### config.mk
export PLATFORM = sky130hd
export DESIGN_NAME = clkgen_ctrl
export DESIGN_NICKNAME = d
export VERILOG_FILES = /design/src/rtl/clkgen_pkg.sv /design/src/rtl/clkgen_divider.sv /design/src/rtl/clkgen_xtal_start.sv /design/src/rtl/clkgen_regs.sv /design/src/rtl/clkgen_ctrl.sv
export SDC_FILE = /design/constraint.sdc
export NUM_CORES = 1
export LEC_CHECK = 0
export BUFFER_PORTS_ARGS = -buffer_cell sky130_fd_sc_hd__buf_2
export CORE_MARGIN = 2
export CORE_UTILIZATION = 51
export DETAILED_ROUTE_END_ITERATION = 8
export PLACE_DENSITY = 0.79
export SYNTH_ARGS = -nofsm -noshare
export SYNTH_HDL_FRONTEND = slang
export SYNTH_SLANG_ARGS = --single-unit
### constraint.sdc
create_clock -name clk -period 2.6 [get_ports clk]
set_input_delay 0.13 -clock clk [delete_from_list [all_inputs] [get_ports clk]]
set_output_delay 0.13 -clock clk [all_outputs]
set_load 0.02 [all_outputs]
### src/rtl/clkgen_pkg.sv
package clkgen_pkg;
  localparam int REG_AW = 2;
  localparam int REG_DW = 8;

  typedef enum logic [REG_AW-1:0] {
    ADDR_CTRL = 2'd0,
    ADDR_MISC = 2'd1,
    ADDR_PCLR = 2'd2,
    ADDR_NONE = 2'd3
  } reg_addr_e;

  // control register field positions (software-visible)
  localparam int CTRL_CPUSLOW = 7;
  localparam int CTRL_EXTEN   = 5;
  localparam int CTRL_BIAS    = 4;
  localparam int CTRL_XBUSY   = 3;
  localparam int CTRL_XEN     = 1;
  localparam int CTRL_RCEN    = 0;
  // misc register field positions
  localparam int MISC_P16K    = 1;
  localparam int MISC_PCPU    = 0;
  // clear register field position
  localparam int PCLR_BIT     = 0;

  typedef struct packed {
    logic cpu_slow;
    logic ext_en;
    logic rc_bias;
    logic xtal_en;
    logic rc_en;
    logic pin16k;
    logic pincpu;
  } clk_cfg_t;
endpackage

### src/rtl/clkgen_divider.sv
module clkgen_divider #(
  parameter int W = 8
) (
  input  logic         clk,
  input  logic         rst,
  input  logic         tick,
  input  logic         clear,
  output logic [W-1:0] stb
);
  logic [W-1:0] cnt;

  always_ff @(posedge clk) begin
    if (rst || clear) cnt <= '0;
    else if (tick)    cnt <= cnt + W'(1);
  end

  // tap k strobes when the low k+1 count bits are all ones on a tick
  for (genvar k = 0; k < W; k++) begin : g_tap
    assign stb[k] = tick & (&cnt[k:0]);
  end

  AST_STB_NEEDS_TICK: assert property (@(posedge clk) disable iff (rst)
    (|stb) |-> tick);
  AST_CLEAR_ZERO: assert property (@(posedge clk) disable iff (rst)
    clear |=> (cnt == '0));
  AST_COUNT_STEP: assert property (@(posedge clk) disable iff (rst)
    (!clear && tick) |=> (cnt == $past(cnt) + W'(1)));
endmodule

### src/rtl/clkgen_xtal_start.sv
module clkgen_xtal_start #(
  parameter int START = 4
) (
  input  logic clk,
  input  logic rst,
  input  logic xtal_en,
  input  logic xtal_tick,
  output logic busy
);
  localparam int START_C = (START < 1) ? 1 : START;
  localparam int CW      = $clog2(START_C + 1);
  localparam logic [CW-1:0] START_V = CW'(START_C);

  logic [CW-1:0] left;

  always_ff @(posedge clk) begin
    if (rst || !xtal_en)             left <= START_V;
    else if (xtal_tick && left != 0) left <= left - CW'(1);
  end

  assign busy = !xtal_en || (left != '0);

  AST_BUSY_ENDS_ON_TICK: assert property (@(posedge clk) disable iff (rst)
    $fell(busy) |-> $past(xtal_tick));
endmodule

### src/rtl/clkgen_regs.sv
module clkgen_regs
  import clkgen_pkg::*;
(
  input  logic              clk,
  input  logic              cold_rst_n,
  input  logic              sleep_rst_n,
  input  logic [REG_AW-1:0] reg_addr,
  input  logic [REG_DW-1:0] reg_wdata,
  input  logic              reg_wr,
  input  logic              reg_rd,
  input  logic              xtal_busy,
  output clk_cfg_t          cfg,
  output logic              lp_clear,
  output logic [REG_DW-1:0] reg_rdata
);
  logic sleep_any;
  logic wr_ok;
  logic [REG_DW-1:0] rd_mux;
  reg_addr_e addr;

  assign sleep_any = !cold_rst_n || !sleep_rst_n;
  assign addr      = reg_addr_e'(reg_addr);
  assign wr_ok     = reg_wr && !sleep_any;

  // cold-class fields
  always_ff @(posedge clk) begin
    if (!cold_rst_n) begin
      cfg.ext_en  <= 1'b0;
      cfg.rc_bias <= 1'b1;
    end else if (wr_ok && addr == ADDR_CTRL) begin
      cfg.ext_en  <= reg_wdata[CTRL_EXTEN];
      cfg.rc_bias <= reg_wdata[CTRL_BIAS];
    end
  end

  // sleep-class fields
  always_ff @(posedge clk) begin
    if (sleep_any) begin
      cfg.cpu_slow <= 1'b0;
      cfg.xtal_en  <= 1'b0;
      cfg.rc_en    <= 1'b1;
      cfg.pin16k   <= 1'b0;
      cfg.pincpu   <= 1'b0;
    end else if (wr_ok) begin
      if (addr == ADDR_CTRL) begin
        cfg.cpu_slow <= reg_wdata[CTRL_CPUSLOW];
        cfg.xtal_en  <= reg_wdata[CTRL_XEN];
        cfg.rc_en    <= reg_wdata[CTRL_RCEN];
      end
      if (addr == ADDR_MISC) begin
        cfg.pin16k <= reg_wdata[MISC_P16K];
        cfg.pincpu <= reg_wdata[MISC_PCPU];
      end
    end
  end

  assign lp_clear = wr_ok && (addr == ADDR_PCLR) && reg_wdata[PCLR_BIT];

  always_comb begin
    rd_mux = '0;
    case (addr)
      ADDR_CTRL: begin
        rd_mux[CTRL_CPUSLOW] = cfg.cpu_slow;
        rd_mux[CTRL_EXTEN]   = cfg.ext_en;
        rd_mux[CTRL_BIAS]    = cfg.rc_bias;
        rd_mux[CTRL_XBUSY]   = xtal_busy;
        rd_mux[CTRL_XEN]     = cfg.xtal_en;
        rd_mux[CTRL_RCEN]    = cfg.rc_en;
      end
      ADDR_MISC: begin
        rd_mux[MISC_P16K] = cfg.pin16k;
        rd_mux[MISC_PCPU] = cfg.pincpu;
      end
      default: rd_mux = '0;
    endcase
  end

  always_ff @(posedge clk) begin
    if (sleep_any)   reg_rdata <= '0;
    else if (reg_rd) reg_rdata <= rd_mux;
  end

  AST_UNUSED_BITS_ZERO: assert property (@(posedge clk) disable iff (sleep_any)
    (reg_rd && addr == ADDR_CTRL) |=> (reg_rdata[6] == 1'b0 && reg_rdata[2] == 1'b0));
  AST_EMPTY_ADDR_ZERO: assert property (@(posedge clk) disable iff (sleep_any)
    (reg_rd && addr == ADDR_NONE) |=> (reg_rdata == '0));
  AST_CLR_READS_ZERO: assert property (@(posedge clk) disable iff (sleep_any)
    (reg_rd && addr == ADDR_PCLR) |=> (reg_rdata == '0));
  AST_RDATA_HOLD: assert property (@(posedge clk) disable iff (sleep_any)
    !reg_rd |=> $stable(reg_rdata));
  AST_COLD_BITS_KEEP: assert property (@(posedge clk) disable iff (!cold_rst_n)
    !sleep_rst_n |=> ($stable(cfg.ext_en) && $stable(cfg.rc_bias)));
endmodule

### src/rtl/clkgen_ctrl.sv
module clkgen_ctrl
  import clkgen_pkg::*;
#(
  parameter int HP_W       = 8,
  parameter int LP_W       = 15,
  parameter int REF_TAP    = 7,
  parameter int XTAL_START = 4
) (
  input  logic              clk,
  input  logic              cold_rst_n,
  input  logic              sleep_rst_n,
  input  logic              rc_tick,
  input  logic              ext_tick,
  input  logic              xtal_tick,
  input  logic              halt,
  input  logic [1:0]        reg_addr,
  input  logic [7:0]        reg_wdata,
  input  logic              reg_wr,
  input  logic              reg_rd,
  output logic [7:0]        reg_rdata,
  output logic              rc_en_o,
  output logic              rc_bias_o,
  output logic              xtal_en_o,
  output logic              ext_en_o,
  output logic [HP_W-1:0]   hp_stb,
  output logic              ref_stb,
  output logic [LP_W-1:0]   lp_stb,
  output logic              cpu_clk_en,
  output logic              pin16k_stb,
  output logic              pincpu_stb
);
  clk_cfg_t cfg;
  logic     lp_clear;
  logic     xtal_busy;
  logic     cnt_rst;
  logic     src_tick;
  logic     cpu_pick;

  assign cnt_rst = !cold_rst_n || !sleep_rst_n;

  clkgen_regs u_regs (
    .clk         (clk),
    .cold_rst_n  (cold_rst_n),
    .sleep_rst_n (sleep_rst_n),
    .reg_addr    (reg_addr),
    .reg_wdata   (reg_wdata),
    .reg_wr      (reg_wr),
    .reg_rd      (reg_rd),
    .xtal_busy   (xtal_busy),
    .cfg         (cfg),
    .lp_clear    (lp_clear),
    .reg_rdata   (reg_rdata)
  );

  clkgen_xtal_start #(.START(XTAL_START)) u_xstart (
    .clk       (clk),
    .rst       (cnt_rst),
    .xtal_en   (cfg.xtal_en),
    .xtal_tick (xtal_tick),
    .busy      (xtal_busy)
  );

  // high prescaler source: external clock wins when enabled
  assign src_tick = cfg.ext_en ? ext_tick : (cfg.rc_en & rc_tick);

  clkgen_divider #(.W(HP_W)) u_hp (
    .clk   (clk),
    .rst   (cnt_rst),
    .tick  (src_tick),
    .clear (1'b0),
    .stb   (hp_stb)
  );

  // reference: crystal once ready, else the chosen high prescaler tap
  assign ref_stb = xtal_busy ? hp_stb[REF_TAP] : xtal_tick;

  clkgen_divider #(.W(LP_W)) u_lp (
    .clk   (clk),
    .rst   (cnt_rst),
    .tick  (ref_stb),
    .clear (lp_clear),
    .stb   (lp_stb)
  );

  assign cpu_pick   = cfg.cpu_slow ? ref_stb : src_tick;
  assign cpu_clk_en = cpu_pick & ~halt;
  assign pin16k_stb = cfg.pin16k & lp_stb[0];
  assign pincpu_stb = cfg.pincpu & cpu_clk_en;

  assign rc_en_o   = cfg.rc_en;
  assign rc_bias_o = cfg.rc_bias;
  assign xtal_en_o = cfg.xtal_en;
  assign ext_en_o  = cfg.ext_en;

  AST_HALT_GATES_CPU: assert property (@(posedge clk) disable iff (cnt_rst)
    halt |-> !cpu_clk_en);
  AST_REF_FALLBACK: assert property (@(posedge clk) disable iff (cnt_rst)
    !xtal_en_o |-> (ref_stb == hp_stb[REF_TAP]));
  AST_PIN16K_OFF: assert property (@(posedge clk) disable iff (cnt_rst)
    !lp_stb[0] |-> !pin16k_stb);
  AST_PINCPU_FOLLOWS: assert property (@(posedge clk) disable iff (cnt_rst)
    pincpu_stb |-> cpu_clk_en);
endmodule

==> results.ini <==
[outcome]
outcome=complete, no violations

[sta]
worst_slew_pin_slew_ns=0.610
rsz0062_at_grt=no
maxSlewHeadroom_pct=59.2
period_minus_slack_ns=2.40
post-route-period-util_pct=92.3
hold_viol_final=0
totalNegativeSetupSlack_ns=0
timing.fmax_mhz=417
finClkSkew_ns=0.00987
worst_hold_slack_ns=0.0240
drv_slew=0
setup_viol=0

[routing]
drcViolationCount=0
wl_per_cell_um=12.2
drt-pass1-iter-count=4
drtIter0Drc=79
ant_nets=0
viasPerCell=5.28
drt-total-wl_mm=4.11
vias=1775

[clocking]
cts_root_buffer=clkbuf_8
cts_buffer_depth=2
numCtsBuffers=5
htreeDepth=2
cts_tree=built
path_clk_slew_ns=0.07
clk_latency_ns=0.29
ctsHoldBuffers=0
clkSinkCount=39

[run]
drv_cap=0

[power_and_ir_drop]
p_leak_uw=0.00112
pwr_density_cell_nw_per_um2=492
max-vdd-ir-drop_uv=602

[finish]
nets=315
syn2layout_area_growth_pct=20.7
num_antenna_cells=0
layout_commonest_cell=buf_2
instances_no_fill=336
drive_gt1_share_pct=23.3
layout.cells.most_common_list=buf_2, dfxtp_1, nor2_1
utilization_pct=65.1

[synth]
synth_top_cell_area_share_pct=39.0
synth_area_leaders=dfxtp_1, mux2i_1, ha_1
ys_seq_area_share_pct=39.0
synth_edf_count=0
synth.cell_area_sq_um=2000
synthFlopType=dfxtp_1
synth_area_leader_cell=dfxtp_1
synth_seq_cells=39
synth.avg_cell_area_sq_um=8.49
ys_warn_count=0
synthArstFlopShare_pct=0
ys_types=40
netlist_instances=236

[worst_setup_path]
crit_end=pincpu_stb
worst-r2r-cell-count=8
crit_type=reg -> out
arrival_ns=2.27
r2r-start=u_xstart.left[0]
worstSetupStartpointType=flip-flop
rr_endpoint=u_lp.cnt[13]
end_kind=primary output
worstPathMaxFanout=18
startpoint=u_xstart.left[0]
critical_path_required_ns=2.47
r2r_slack_ns=0.38

[die]
fp.dieH_um=66.7
initial_core_util_pct=53.9
die_area_sq_um=4440
io_pins=58
core_sq_um=3720
rows=22
die_w_um=66.7

[placed_design]
place_hpwl_mm=3.09
place_inst=327
finalWeightedCongestion=0.823
portBuffers=52

[global_routing]
grt_overflow=0
grt_max_degree=19
grt_pass1_vias=1614
grt_pass1_wl_mm=7.05
grt_usage_pct=20.9
grt_antenna_before_repair=0

[worst_hold_path]
hp-start=reg_wdata[7]
hold_class=in -> reg

metal layers:
layer | wire, um | GRT usage [%] | vias to the layer above
met5 | 0 | 0 | -
met4 | 63 | 9.18 | 0
met3 | 163 | 4.22 | 5
met2 | 2040 | 36.0 | 35
met1 | 1840 | 24.9 | 813
li1 | - | - | 922
Yosys cell counts (4+ instances only):
master and count:
o21ai_0 10, nor2_1 30, or3_1 7, a21oi_1 15
xor2_1 4, and2_1 10, mux2i_1 13, ha_1 9
inv_1 7, nand2_1 20, nor2b_1 5, nand3_1 11
clkbuf_1 7, nand2b_1 5, dfxtp_1 39, nor3_1 6
and3_1 7
worst min-delay path by stage:
stage	endpoint	slack (ns)	cells after the start
floorplan	u_regs.cfg[4]	0.20	1
global placement	u_regs.cfg[6]	0.32	3
detailed placement	u_regs.cfg[6]	0.33	3
CTS	u_regs.cfg[6]	0.02	3
global route	u_regs.cfg[6]	0.03	3
finish	u_regs.cfg[6]	0.02	3
sequential cells by signal (all words and copies together) (netlist names):
name / flops
u_hp.cnt: 8
u_xstart.left: 3
u_regs.cfg: 7
u_lp.cnt: 15
u_regs.reg_rdata: 6
through the flow:
step / cell area (sq um) / total power [uW] / setup slack [ns]
3_5_place_dp: 2280 / 684 / 0.305
5_1_grt: 2420 / 1230 / 0.00251
3_3_place_gp: 2280 / 683 / 0.352
4_1_cts: 2400 / 1200 / 0.0122
6_report: 2420 / 1190 / 0.201
2_1_floorplan: 2010 / 660 / 0.133
layout make-up:
cell class / count / area [sq um]
clock buffers: 6 / 82.6
clock inverters: 2 / 35.0
fillers: 355 / 1300
inverters: 7 / 26.3
multi-input cells: 181 / 1160
flip-flops and latches: 39 / 781
well taps: 48 / 60.1
repair buffers: 53 / 268
power breakdown:
group	internal [uW]	total (uW)	switching, uW
clock network	310	518	208
registers	601	604	3.64
logic	24.1	65.7	41.6
kinds of logic (layout without fill, tap and decap cells):
kind of cell,Yosys count,count (layout),share of synthesized area [%]
xor gates and xnor gates,6,6,2.62
other,1,2,0.187
and+or+nand+nor,116,116,31.3
AOI/OAI and AO/OA,35,35,11.2
muxes,13,13,6.50
DFF,39,39,39.0
adders and majority gates,9,9,5.62
buffers and inverters,17,68,3.62
timing repair:
action	in CTS	in global routing
buffers inserted	0	1
setup endpoints to repair	0	7
gates resized for setup	0	2
critical path: stages, from the launching register on:
cell	delay, ns
dfxtp_1	0.31
inv_1	0.07
ha_1	0.25
and3b_1	0.23
a2111oi_4	0.36
nor2_4	0.16
a211oi_1	0.30
and2_1	0.15
buf_2	0.15
(Power assumes the default switching activity.)
